[src/rtl/sram_seq_pkg.sv]
package sram_seq_pkg;

    typedef enum logic [2:0] {
        ST_IDLE    = 3'd0,
        ST_W_SET   = 3'd1,
        ST_W_PULSE = 3'd2,
        ST_W_TAIL  = 3'd3,
        ST_R_ACC   = 3'd4,
        ST_R_TURN  = 3'd5
    } seq_state_e;

    // Whole clocks covering a nanosecond interval, rounded up.
    function automatic int ns_to_cyc(input int ns, input int clk_ns);
        return (ns + clk_ns - 1) / clk_ns;
    endfunction

    function automatic int max2(input int a, input int b);
        return (a > b) ? a : b;
    endfunction

endpackage

[src/rtl/sram_seq_timer.sv]
module sram_seq_timer #(
    parameter int CNT_W = 3
) (
    input  logic             clk,
    input  logic             rst_n,
    input  logic             load,
    input  logic [CNT_W-1:0] load_val,
    output logic             last
);

    logic [CNT_W-1:0] cnt_d, cnt_q;

    always_comb begin
        cnt_d = cnt_q;
        if (load) begin
            cnt_d = load_val;
        end else if (cnt_q != '0) begin
            cnt_d = cnt_q - 1'b1;
        end
    end

    always_ff @(posedge clk or negedge rst_n) begin
        if (!rst_n) begin
            cnt_q <= '0;
        end else begin
            cnt_q <= cnt_d;
        end
    end

    assign last = (cnt_q == '0);

endmodule

[src/rtl/sram_seq_lanes.sv]
module sram_seq_lanes #(
    parameter int DATA_W = 16
) (
    input  logic              byte_mode,
    input  logic [1:0]        be,
    input  logic [DATA_W-1:0] wdata,
    input  logic [DATA_W-1:0] rd_bus,
    output logic [DATA_W-1:0] wr_bus,
    output logic [DATA_W-1:0] rd_word,
    output logic              lb_n,
    output logic              ub_n
);

    localparam int LANE_W = DATA_W / 2;

    logic [1:0] lane_en;

    for (genvar l = 0; l < 2; l++) begin : g_lane
        if (l == 0) begin : g_low
            // Lane 0 carries the byte in byte organisation.
            assign lane_en[l] = byte_mode | be[l];
            assign wr_bus[l*LANE_W +: LANE_W] = wdata[l*LANE_W +: LANE_W];
        end else begin : g_high
            assign lane_en[l] = ~byte_mode & be[l];
            assign wr_bus[l*LANE_W +: LANE_W] =
                byte_mode ? '0 : wdata[l*LANE_W +: LANE_W];
        end
        assign rd_word[l*LANE_W +: LANE_W] =
            lane_en[l] ? rd_bus[l*LANE_W +: LANE_W] : '0;
    end

    assign lb_n = ~lane_en[0];
    assign ub_n = ~lane_en[1];

endmodule

[src/rtl/sram_seq_ctrl.sv]
module sram_seq_ctrl
    import sram_seq_pkg::*;
#(
    parameter int ADDR_W = 18,
    parameter int DATA_W = 16,
    parameter int CLK_NS = 20,
    parameter int RC_NS  = 70,
    parameter int WC_NS  = 70,
    parameter int WP_NS  = 35,
    parameter int DW_NS  = 30,
    parameter int HZ_NS  = 30
) (
    input  logic              clk,
    input  logic              rst_n,
    input  logic              req_valid,
    output logic              req_ready,
    input  logic              req_write,
    input  logic              req_byte,
    input  logic [ADDR_W:0]   req_addr,
    input  logic [DATA_W-1:0] req_wdata,
    input  logic [1:0]        req_be,
    output logic              rsp_done,
    output logic [DATA_W-1:0] rsp_rdata,
    output logic [ADDR_W-1:0] sram_addr,
    output logic              sram_ba,
    output logic              sram_wide,
    output logic              sram_ce1_n,
    output logic              sram_ce2,
    output logic              sram_oe_n,
    output logic              sram_we_n,
    output logic              sram_lb_n,
    output logic              sram_ub_n,
    output logic [DATA_W-1:0] sram_dq_out,
    output logic              sram_dq_oe,
    input  logic [DATA_W-1:0] sram_dq_in
);

    localparam int RD_CYC   = ns_to_cyc(RC_NS, CLK_NS);
    localparam int WP_CYC   = max2(ns_to_cyc(WP_NS, CLK_NS), ns_to_cyc(DW_NS, CLK_NS));
    localparam int WC_CYC   = ns_to_cyc(WC_NS, CLK_NS);
    localparam int TAIL_CYC = max2(1, WC_CYC - 1 - WP_CYC);
    localparam int TA_CYC   = ns_to_cyc(HZ_NS, CLK_NS);
    localparam int MAX_CYC  = max2(max2(RD_CYC, WP_CYC), max2(TAIL_CYC, TA_CYC));
    localparam int CNT_W    = $clog2(MAX_CYC + 1);

    if (RD_CYC < 1 || WP_CYC < 1 || WC_CYC < 1 || TA_CYC < 1) begin : g_bad_timing
        $error("sram_seq_ctrl: a timing interval rounds to zero clock cycles");
    end
    if (DATA_W % 2 != 0) begin : g_bad_width
        $error("sram_seq_ctrl: DATA_W must split into two lanes");
    end

    typedef struct packed {
        seq_state_e        state;
        logic              ce;
        logic              oe;
        logic              we;
        logic              dq_oe;
        logic [ADDR_W-1:0] addr;
        logic              ba;
        logic              byte_mode;
        logic [1:0]        be;
        logic [DATA_W-1:0] wdata;
        logic [DATA_W-1:0] rdata;
        logic              done;
    } ctl_t;

    ctl_t              ctl_d, ctl_q;
    logic              t_load;
    logic [CNT_W-1:0]  t_val;
    logic              t_last;
    logic [DATA_W-1:0] rd_word;

    sram_seq_timer #(
        .CNT_W (CNT_W)
    ) u_timer (
        .clk      (clk),
        .rst_n    (rst_n),
        .load     (t_load),
        .load_val (t_val),
        .last     (t_last)
    );

    sram_seq_lanes #(
        .DATA_W (DATA_W)
    ) u_lanes (
        .byte_mode (ctl_q.byte_mode),
        .be        (ctl_q.be),
        .wdata     (ctl_q.wdata),
        .rd_bus    (sram_dq_in),
        .wr_bus    (sram_dq_out),
        .rd_word   (rd_word),
        .lb_n      (sram_lb_n),
        .ub_n      (sram_ub_n)
    );

    always_comb begin
        ctl_d      = ctl_q;
        ctl_d.done = 1'b0;
        t_load     = 1'b0;
        t_val      = '0;
        unique case (ctl_q.state)
            ST_IDLE: begin
                if (req_valid) begin
                    ctl_d.ce        = 1'b1;
                    ctl_d.byte_mode = req_byte;
                    ctl_d.be        = req_be;
                    ctl_d.wdata     = req_wdata;
                    ctl_d.addr      = req_byte ? req_addr[ADDR_W:1] : req_addr[ADDR_W-1:0];
                    ctl_d.ba        = req_byte & req_addr[0];
                    t_load          = 1'b1;
                    if (req_write) begin
                        ctl_d.state = ST_W_SET;
                        t_val       = '0;
                    end else begin
                        ctl_d.state = ST_R_ACC;
                        ctl_d.oe    = 1'b1;
                        t_val       = CNT_W'(RD_CYC - 1);
                    end
                end
            end
            ST_W_SET: begin
                if (t_last) begin
                    ctl_d.state = ST_W_PULSE;
                    ctl_d.we    = 1'b1;
                    ctl_d.dq_oe = 1'b1;
                    t_load      = 1'b1;
                    t_val       = CNT_W'(WP_CYC - 1);
                end
            end
            ST_W_PULSE: begin
                if (t_last) begin
                    // Drive ends on the same edge that ends the pulse.
                    ctl_d.state = ST_W_TAIL;
                    ctl_d.we    = 1'b0;
                    ctl_d.dq_oe = 1'b0;
                    t_load      = 1'b1;
                    t_val       = CNT_W'(TAIL_CYC - 1);
                end
            end
            ST_W_TAIL: begin
                if (t_last) begin
                    ctl_d.state = ST_IDLE;
                    ctl_d.ce    = 1'b0;
                    ctl_d.done  = 1'b1;
                end
            end
            ST_R_ACC: begin
                if (t_last) begin
                    ctl_d.state = ST_R_TURN;
                    ctl_d.ce    = 1'b0;
                    ctl_d.oe    = 1'b0;
                    ctl_d.rdata = rd_word;
                    ctl_d.done  = 1'b1;
                    t_load      = 1'b1;
                    t_val       = CNT_W'(TA_CYC - 1);
                end
            end
            ST_R_TURN: begin
                if (t_last) begin
                    ctl_d.state = ST_IDLE;
                end
            end
            default: begin
                ctl_d.state = ST_IDLE;
                ctl_d.ce    = 1'b0;
                ctl_d.oe    = 1'b0;
                ctl_d.we    = 1'b0;
                ctl_d.dq_oe = 1'b0;
            end
        endcase
    end

    always_ff @(posedge clk or negedge rst_n) begin
        if (!rst_n) begin
            ctl_q <= '0;
        end else begin
            ctl_q <= ctl_d;
        end
    end

    assign req_ready  = (ctl_q.state == ST_IDLE);
    assign rsp_done   = ctl_q.done;
    assign rsp_rdata  = ctl_q.rdata;
    assign sram_addr  = ctl_q.addr;
    assign sram_ba    = ctl_q.ba;
    assign sram_wide  = ~ctl_q.byte_mode;
    assign sram_ce1_n = ~ctl_q.ce;
    assign sram_ce2   = ctl_q.ce;
    assign sram_oe_n  = ~ctl_q.oe;
    assign sram_we_n  = ~ctl_q.we;
    assign sram_dq_oe = ctl_q.dq_oe;

endmodule

[config.mk]
export PLATFORM = sky130hd
export DESIGN_NAME = sram_seq_ctrl
export DESIGN_NICKNAME = d
export VERILOG_FILES = /design/src/rtl/sram_seq_pkg.sv /design/src/rtl/sram_seq_timer.sv /design/src/rtl/sram_seq_lanes.sv /design/src/rtl/sram_seq_ctrl.sv
export SDC_FILE = /design/constraint.sdc
export NUM_CORES = 1
export LEC_CHECK = 0
export BUFFER_PORTS_ARGS = -buffer_cell sky130_fd_sc_hd__buf_4
export CAP_MARGIN = 10
export CORE_MARGIN = 5
export CORE_UTILIZATION = 45
export DETAILED_ROUTE_END_ITERATION = 16
export HOLD_SLACK_MARGIN = 0.06
export PLACE_DENSITY = 0.77
export SYNTH_ARGS = -nofsm -noshare
export SYNTH_HDL_FRONTEND = slang
export SYNTH_SLANG_ARGS = --single-unit
[constraint.sdc]
create_clock -name clk -period 2.6 [get_ports clk]
set_clock_uncertainty 0.15 [all_clocks]
set_input_delay 0.13 -clock clk [delete_from_list [all_inputs] [get_ports clk]]
set_output_delay 0.13 -clock clk [all_outputs]
set_load 0.05 [all_outputs]
=== Yosys cells after proc, flatten, opt, wreduce, memory -nomap -nowiden ===
Index checks and enable logic that the tools add are counted.

* Muxes and demuxes: 29
* Reductions and logical operators: 15
* Equal/unequal tests: 12
* Add/subtract/negate cells: 1
* Bitwise gates (word level): 12

{| class="wikitable"
|+ Operators by type and width
! kind !! number
|-
| $mux W8 || 3
|-
| $mux W3 || 7
|-
| $mux W18 || 1
|-
| $pmux W3 S6 || 1
|-
| $ne A2 B2 Y1 const B || 7
|-
| $mux W5 || 2
|-
| $not A1 Y1 || 9
|-
| $reduce_and A4 Y1 || 2
|-
| $reduce_or A4 Y1 || 2
|-
| $eq A3 B2 Y1 const B || 2
|-
| $eq A3 B3 Y1 const B || 2
|-
| $logic_not A3 Y1 || 2
|-
| $mux W2 || 3
|-
| $pmux W2 S3 || 1
|-
| $pmux W3 S2 || 1
|-
| $reduce_and A6 Y1 || 1
|-
| $reduce_or A3 Y1 || 2
|-
| $mux W1 || 5
|-
| $mux W4 || 1
|-
| $pmux W1 S2 || 2
|-
| $pmux W1 S4 || 1
|-
| $reduce_and A2 Y1 || 2
|-
| $eq A3 B1 Y1 const B || 1
|-
| $pmux W1 S3 || 1
|-
| other kinds (7) || 8
|}

* Output and inout port bits: 61
* Register bits after elaboration: 65
* Bits of input ports: 58
* Logic and storage cells: 82

=== Logic depth before layout (Yosys ltp) ===
Gate-level depths: netlist of the first run.

* Depth in word-level cells: 4
* Mapped depth: 7
* Mapped depth without buffers: 6

=== Cells and area by module ===
Synthesis of the first run repeated with hierarchy kept, for this count alone.

* Cell total of the unflattened synthesis: 301
* Area, all modules: 3,349.5 sq um

{| class="wikitable"
|+ Modules (own cells, without submodules)
! module !! cells an instance !! area each (sq um) !! times used !! seq. area each (sq um)
|-
| sram_seq_ctrl || 243 || 2,876.5 || 1 || 1,526.5
|-
| sram_seq_lanes || 37 || 272.8 || 1 || 0.0
|-
| sram_seq_timer || 21 || 200.2 || 1 || 75.1
|}

=== Worst setup path after synthesis of the first run ===
No wires, ideal clock.

* Kind: register -> output
* Start point: register ctl_q[60] (netlist name)
* End point: output req_ready
* Arrival: 1,769 ps
* Slack: 551 ps
* Stages on the path, launching flop included: 4
* Data required time: 2,320 ps
* Path buffers: 2
* Cell sequence: dfrtp_1 > buf_4 > clkbuf_1 > nor3_1

* Longest elaborated chain between the ends: 1

{| class="wikitable"
|+ Ends and longest elaborated chain
! what !! line !! RTL
|-
| start: declaration || sram_seq_ctrl.sv:68 || <nowiki>ctl_t ctl_d, ctl_q;</nowiki>
|-
| start signal: assignment || sram_seq_ctrl.sv:178 || <nowiki>ctl_q <= ctl_d;</nowiki>
|-
| $logic_not A3 Y1 || sram_seq_ctrl.sv:182 || <nowiki>assign req_ready = (ctl_q.state == ST_IDLE);</nowiki>
|-
| end: declaration || sram_seq_ctrl.sv:16 || <nowiki>output logic req_ready,</nowiki>
|}

No other way between the ends.

=== Worst setup path in the final report of the first run ===
* Start point: register u_timer.cnt_q[0]
* End point: register u_timer.cnt_q[1]

* Longest elaborated chain between the ends: 4
* Elaborated cells between the ends (all ways): 8
* Classes of those cells: 1 x add/sub; 4 x mux; 3 x reduce/logical

{| class="wikitable"
|+ Ends and longest elaborated chain
! what !! line !! RTL
|-
| start: declaration || sram_seq_timer.sv:11 || <nowiki>logic [CNT_W-1:0] cnt_d, cnt_q;</nowiki>
|-
| start signal: assignment || sram_seq_timer.sv:26 || <nowiki>cnt_q <= cnt_d;</nowiki>
|-
| parallel branches: the longest is 4 deep, another holds $sub A3 B1 Y3 || - ||
|}

Parallel ways; which one is timed is not known. The select of a mux whose other input is x is not followed.
A chain may end at the register's enable or synchronous reset.

==> results of run 1 <==
metrics by stage:
stage	hold WS, ns	total power [mW]	setup WS, ns	instance area [um^2]	cells
2_1_floorplan	-0.316	4.80	0.551	3220	326
3_5_place_dp	0.125	5.42	0.553	3850	483
4_1_cts	0.0684	6.25	0.545	4640	560
5_1_grt	0.108	6.62	0.381	4640	560
3_3_place_gp	0.120	5.34	0.648	3850	483
6_report	0.0849	6.25	0.533	4640	561
per-layer routing:
layer | vias up | global-route usage | share of wire
met5 | - | 0 | 0
met4 | 0 | 0.0998 | 0.035
met3 | 27 | 0.0422 | 0.051
met2 | 94 | 0.339 | 0.53
met1 | 1314 | 0.210 | 0.38
li1 | 1305 | - | -
cell type report:
type	count	area (um^2)
antenna	1	2.50
clock buffer	11	151
clock inverter	4	20.0
fill	522	2230
inverter	11	41.3
multi-input combinational	190	1170
sequential	64	1600
tap	96	120
timing repair buffer	184	1540
registers in the layout (all words and copies together) (netlist names):
signal,count
sram_addr,18
sram_ba,1
sram_ce2,1
rsp_done,1
ctl_q,24
rsp_rdata,16
u_timer.cnt_q,3
report_power, final:
part	internal (mW)	leakage (nW)	switching, mW
Sequential	1.47	0.762	0.358
Clock	0.386	0.0947	0.361
Combinational	1.19	1.39	2.48
worst max path at each step:
stage                          start  slack [ns]          endpoint
floorplan                  ctl_q[60]        0.55         req_ready
global placement           ctl_q[60]        0.65           sram_ba
detailed placement  u_timer.cnt_q[0]        0.55  u_timer.cnt_q[1]
CTS                 u_timer.cnt_q[0]        0.55  u_timer.cnt_q[1]
global route               ctl_q[60]        0.38     sram_addr[16]
finish              u_timer.cnt_q[0]        0.53  u_timer.cnt_q[1]
synthesized netlist by cell type (all sizes together):
cell     instances
a21o             1
a21oi           24
a221o            1
a22oi            1
a2bb2oi          1
a31oi            1
and4             1
buf             51
clkbuf          10
dfrtp           64
ha               2
inv             11
mux2            18
mux2i           19
nand2           40
nand2b           1
nand3            2
nor2            29
nor2b           12
nor3             2
nor3b            1
nor4b            1
o21ai           25
o22ai            1
o311a            1
o31ai            1
o32ai            2
or2              1
or3b             1
xnor2            1
kinds of logic (layout without fill, tap and decap cells):
| logic type | after synthesis | count (layout) | share of synthesized area |
|---|---|---|---|
| xor+xnor | 1 | 1 | 0.00272 |
| flops | 64 | 64 | 0.497 |
| compound gates | 59 | 59 | 0.101 |
| fa+ha+maj | 2 | 2 | 0.00777 |
| mux | 37 | 37 | 0.122 |
| buf+inv | 72 | 210 | 0.140 |
| other cells | 0 | 1 | 0 |
| simple gates | 91 | 91 | 0.129 |
what timing repair did:
| item | 4_1_cts | 5_1_grt |
|---|---|---|
| hold buffers | 62 | 0 |
| hold endpoints to repair | 121 | 0 |
| gates resized for setup | 0 | 0 |
worst reg2reg max path: cells and delay by family, from the launching register on:
kind | cells | cell delay, ns
compound gates | 2 | 0.69
flops | 1 | 0.37
simple gates | 2 | 0.43
buf+inv | 1 | 0.08
fa+ha+maj | 1 | 0.23
==> metrics.cfg, run 1 <==
[layout]
drive_gt1_frac = 0.304
fin_util = 0.676
layout_commonest_cell = buf_4
fin_nets = 520
final_cell_mix = buf_4, dfrtp_1, dlygate4sd3_1, nand2_1, nor2_1
areaGrowthSynthToFinish_pct = 44.2

[floorplanning]
coreArea_um2 = 6870
die_width_um = 94.6
rows = 30
die_h_um = 94.6
start_util = 0.469
ios = 119
die_area_um2 = 8950

[hold_path]
hold_start = req_byte
hold_depth = 3
holdPathEnd = ctl_q[35]
hold_path_class = in -> reg

[synth]
synth_area_leaders = dfrtp_1, buf_4, mux2_1
yosys_warnings = 0
ys_ff_latch = 64
yosysSeqAreaShare = 0.497
syn-instance-count = 326
avgSynthCellArea_um2 = 9.88
syn_nets = 386
synth_top_cell_by_area = dfrtp_1
synth.top_cell.area_share = 0.497
synth_cell_types = 32
synthesis.area_um2 = 3220

[drt]
first_pass_iters = 5
wl_per_cell_um = 14.9
final_antenna_net_count = 0
drtIter0Drc = 98
drc = 0
viasPerCell = 4.88
routed_wl_mm = 8.38
via_count = 2740

[timing]
setup_viol = 0
period_needed_ns = 2.07
fmax_mhz = 484
finalCritPeriodShare = 0.795
rsz0062_at_grt = no
hold_viol = 0
relSlewSlack = 0.468
slew_violations = 0
worst_pin_slew_ns = 0.799
setup_tns_ns = 0

[placed_design]
numPortBuffers = 118
gp_congestion = 0.835
hpwl_mm = 5.28

[clock_network]
clkSlewWorstSetupHoldPaths_ns = 0.07
cts_setup_buffers = 0
clk_latency_ns = 0.32
numCtsBuffers = 9
clock_sinks = 64
cts_max_path_buffers = 2
clockRootBuffer = clkbuf_8
cts_tree = yes
cts-htree-levels = 3

[setup_path]
cp-start-kind = register
r2r-end = u_timer.cnt_q[1]
r2r_cells = 6
r2r_slack_ns = 0.53
worst_path_max_delay_cell = a221o_1
cpLargestDelayFamily = compound AO/OA/AOI/OAI gates
cp-end-kind = register
path_depth = 6
critPathBufInv = 1
r2r_start = u_timer.cnt_q[0]
critPathRequiredTime_ns = 2.66
slowest_delay_ns = 0.40
crit_chain = inv_1, ha_1, nand2b_1, nor2_1, a221o_1, o311a_1
crit_type = reg -> reg
cp_max_fo = 11
worstPathArrival_ns = 2.13

[power]
powerDensity_nw_per_um2 = 1350
vdd_drop_max_uv = 1020
leakage_nw = 2.24

[job]
maxCapViolCount = 0

[status]
status = finished, final reports clean

[global_routing]
antenna_found_initial = 0
first_global_vias = 2814
track_usage = 0.190
grt-ovfl-total = 0
grt_max_degree = 65
grt_pass1_wl_mm = 13.2

Power figures use the tool's default switching activity.
==> run 2: changes to the inputs <==
clock period = 2 ns   (was 2.6 ns; I/O delays follow)
==> metrics.cfg, run 2 (synthesis gave the netlist of run 1 again) <==
[setup_path]
r2r-end = u_timer.cnt_q[1]
r2r_cells = 6
r2r_slack_ns = 0.13
cp-end-kind = register
r2r_start = u_timer.cnt_q[0]
crit_type = reg -> reg
worstPathArrival_ns = 1.93
critPathRequiredTime_ns = 2.05
startpoint = u_timer.cnt_q[0]
cp_max_fo = 3
cp-start-kind = register

[power]
fin_total_pwr_mw = 8.38
vdd_drop_max_uv = 907
powerDensity_nw_per_um2 = 1760
leakage_nw = 2.29

[clock_network]
cts_tree = yes
numCtsBuffers = 9
clk_latency_ns = 0.33
clockRootBuffer = clkbuf_8
cts_setup_buffers = 0
cts-htree-levels = 3
clock_sinks = 64
cts_max_path_buffers = 2
clkSlewWorstSetupHoldPaths_ns = 0.07

[layout]
layout_commonest_cell = buf_4
largest_reg_flops = 24
largest-register = ctl_q
multi_input_area_um2 = 1180
fillCellCount = 527
fin_util = 0.692
fin_area_um2 = 4750
areaGrowthSynthToFinish_pct = 47.6
fin_nets = 528
drive_gt1_frac = 0.311
seqCellArea_um2 = 1600
final_cell_mix = buf_4, dlygate4sd3_1, dfrtp_1, nand2_1, nor2_1

[floorplanning]
start_util = 0.469
rows = 30
coreArea_um2 = 6870
die_width_um = 94.6
die_area_um2 = 8950
die_h_um = 94.6
ios = 119

[timing]
setup_viol = 0
slew_violations = 0
rsz0062_at_grt = no
fmax_mhz = 535
period_needed_ns = 1.87
relSlewSlack = 0.466
setup_tns_ns = 0
worst_pin_slew_ns = 0.801
hold_viol = 0
finalCritPeriodShare = 0.935

[placed_design]
numPortBuffers = 118
gp_congestion = 0.795
placed_area_um2 = 3900
hpwl_mm = 5.29

[drt]
viasPerCell = 4.94
met2_length_mm = 4.67
first_pass_iters = 4
wl_met3_um = 468
final_antenna_net_count = 0
wl_met1_mm = 3.35
maxUsedRoutingLayer = met4
drtIter0Drc = 77
wl_per_cell_um = 15.5
drc = 0
via_count = 2814
routed_wl_mm = 8.83

[global_routing]
track_usage = 0.203
antenna_found_initial = 0
grt_pass1_wl_mm = 14.0
first_global_vias = 2966
grt_max_degree = 65
grt-ovfl-total = 0

[job]
maxCapViolCount = 0

[hold_path]
hold_path_class = in -> async

[status]
status = finished, final reports clean

run 2: per-layer routing:
layer,vias up,global-route usage
li1,1331,-
met1,1343,0.221
met2,108,0.365
met3,32,0.0382
met4,0,0.118
met5,-,0
run 2: worst max path at each step:
stage / to / slack, ns
after global placement: u_timer.cnt_q[1] / 0.20
final: u_timer.cnt_q[1] / 0.13
after global routing: u_timer.cnt_q[1] / 0.01
after floorplan: u_timer.cnt_q[1] / 0.20
after detailed placement: u_timer.cnt_q[1] / 0.12
after CTS: u_timer.cnt_q[1] / 0.11
run 2: layout make-up:
cell class	instances	share of cell area
diodes	2	0.00105
inverters	11	0.00869
flip-flops and latches	64	0.337
repair buffers	192	0.341
clock buffers	11	0.0298
clock inverters	4	0.00948
well taps	96	0.0253
multi-input cells	190	0.248
run 2: worst max-delay path: stages, from the launching register on:
cell and delay [ns]:
dfrtp_1 0.36, inv_1 0.08, ha_1 0.24, nor2b_1 0.15
a21o_1 0.18, a221o_1 0.31, o311a_1 0.29
run 2: report_power, final:
part | switching, mW | internal [mW] | total (mW)
clock | 0.471 | 0.597 | 1.07
sequential | 0.386 | 1.92 | 2.30
combinational | 3.37 | 1.64 | 5.01
run 2: repair_timing:
item,in CTS,in global routing
endpoints found under the setup margin,0,1
hold endpoints to repair,122,0
resized for setup,0,2
hold buffers,65,0
run 2: per-stage QoR:
step | worst slack, ns | instances | hold slack [ns]
5_1_grt | 0.00985 | 568 | 0.346
3_5_place_dp | 0.116 | 488 | 0.0917
3_3_place_gp | 0.200 | 488 | 0.0895
2_1_floorplan | 0.198 | 326 | -0.346
6_report | 0.129 | 570 | 0.256
4_1_cts | 0.113 | 568 | 0.275
==> run 3: changes to the inputs <==
ABC_AREA = 1   (was default)
PLACE_DENSITY = 0.76   (was 0.77)
==> metrics.cfg, run 3 <==
[timing]
setup_viol = 0
rsz0062_at_grt = no
slew_violations = 0
finalCritPeriodShare = 0.873
worst_pin_slew_ns = 0.808
fin_hold_ws_ns = 0.132
setup_tns_ns = 0
fmax_mhz = 572
hold_viol = 0
period_needed_ns = 1.75
relSlewSlack = 0.462

[layout]
layout_commonest_cell = buf_4
diodes = 0
areaGrowthSynthToFinish_pct = 40.3
largest-register = ctl_q
final_cell_mix = buf_4, nand2_1, dfrtp_1, dlygate4sd3_1, o21ai_0
stdcell_count = 654
multi_input_area_um2 = 1250
fin_util = 0.640
seqCellArea_um2 = 1600
fillCellCount = 590
fin_nets = 609
largest_reg_flops = 24
drive_gt1_frac = 0.306

[clock_network]
cts_max_path_buffers = 2
cts_resized = 0
clk_latency_ns = 0.34
cts_tree = yes
clock_sinks = 64
clockRootBuffer = clkbuf_8
numCtsBuffers = 9
clkSlewWorstSetupHoldPaths_ns = 0.07
cts-htree-levels = 3

[power]
p_sw_mw = 4.55
vdd_drop_max_uv = 908
swShare = 0.531
pwr-share-clk = 0.121
internal_power_mw = 4.02
combPwrFrac = 0.612
power_frac_seq = 0.267
leakage_nw = 2.58
powerDensity_nw_per_um2 = 1760

[synth]
synth.top_cell.area_share = 0.461
yosys_warnings = 0
synth_edf_count = 0
synth_most_common_cell = nand2_1
yosysSeqAreaShare = 0.461
synth_top_cell_by_area = dfrtp_1
avgSynthCellArea_um2 = 8.39
synth_area_leaders = dfrtp_1, nand2_1, buf_4
syn-instance-count = 414
async_flop_share = 1.00
synth_cell_types = 32
synthFlopType = dfrtp_1
syn_nets = 474
ys_top_cells_by_count = nand2_1, dfrtp_1, o21ai_0, buf_4, inv_1
ys_ff_latch = 64
synthesis.area_um2 = 3470

[hold_path]
hold_path_class = in -> reg
holdPathEnd = ctl_q[21]
hold_start = req_valid
hold_depth = 5

[drt]
viasPerCell = 4.62
final_antenna_net_count = 0
routed_wl_mm = 8.73
drtIter0Drc = 68
via_count = 3020
drc = 0
first_pass_iters = 4
wl_per_cell_um = 13.3

[global_routing]
grt-ovfl-total = 0
first_global_vias = 3215
grt_pass1_wl_mm = 14.8
grt_max_degree = 65
antenna_found_initial = 0
track_usage = 0.189

[floorplanning]
die_area_um2 = 9570
rows = 32
ios = 119
die_width_um = 97.8
start_util = 0.456
coreArea_um2 = 7610
die_h_um = 97.8

[setup_path]
critPathRequiredTime_ns = 2.06
cp-start-kind = register
r2r_start = ctl_q[59]
worstPathArrival_ns = 1.81
r2r-end = sram_addr[3]
r2r_slack_ns = 0.25
cp_max_fo = 46
r2r_cells = 6
crit_type = reg -> reg
cp-end-kind = register

[job]
maxCapViolCount = 0

[placed_design]
hpwl_mm = 5.56
gp_congestion = 0.897
place_inst = 576
numPortBuffers = 118

[status]
status = finished, final reports clean

[run 3: cell families after synthesis]
kind of cell,after synthesis,synth area share
xor+xnor,2,0.00505
flops,64,0.461
simple gates,175,0.236
compound gates,66,0.112
fa+ha+maj,2,0.00721
buf+inv,105,0.178
[run 3: layout make-up]
type | instances | share of cell area
sequential | 64 | 0.329
timing repair buffer | 184 | 0.317
multi-input combinational | 245 | 0.257
inverter | 45 | 0.0352
tap | 102 | 0.0262
clock buffer | 9 | 0.0254
clock inverter | 5 | 0.0103
[run 3: critical path, stage by stage (launching register included)]
cell and delay, ns:
dfrtp_1 0.48, nor2_4 0.22, nand2_4 0.10, nor2_8 0.19, inv_4 0.23, nand2_1 0.16
o21ai_2 0.07
[run 3: timing repair]
| item | in CTS | in global routing |
|---|---|---|
| setup buffers | 0 | 0 |
| hold endpoints to repair | 121 | 0 |
| hold buffers | 64 | 0 |
[run 3: worst max path at each step]
| stage | start | to | depth (start not counted) |
|---|---|---|---|
| 6_report | ctl_q[59] | sram_addr[3] | 6 |
| 4_1_cts | ctl_q[59] | sram_addr[12] | 6 |
| 2_1_floorplan | ctl_q[35] | rsp_rdata[0] | 5 |
| 5_1_grt | ctl_q[61] | sram_addr[3] | 6 |
| 3_3_place_gp | ctl_q[59] | sram_addr[6] | 6 |
| 3_5_place_dp | ctl_q[59] | sram_addr[7] | 6 |
[run 3: stage by stage]
stage | setup WS (ns) | power [mW] | area [um^2]
after global routing | 0.132 | 9.10 | 4870
after global placement | 0.346 | 7.33 | 4060
final | 0.253 | 8.57 | 4870
after floorplan | 0.0762 | 6.64 | 3470
after CTS | 0.267 | 8.59 | 4870
after detailed placement | 0.285 | 7.43 | 4060
[run 3: power by group through the flow]
stage | sequential [mW] | clock, mW | combinational [mW]
6_report | 2.29 | 1.04 | 5.24
5_1_grt | 2.36 | 1.11 | 5.62
4_1_cts | 2.29 | 1.05 | 5.25
3_5_place_dp | 2.30 | 0 | 5.13
3_3_place_gp | 2.29 | 0 | 5.04
2_1_floorplan | 2.25 | 0 | 4.39
[run 3: metal layers]
layer / GRT usage / vias up / part of all wire
li1: - / 1520 / -
met1: 0.219 / 1380 / 0.42
met2: 0.334 / 103 / 0.50
met3: 0.0514 / 17 / 0.065
met4: 0.0724 / 0 / 0.020
met5: 0 / - / 0
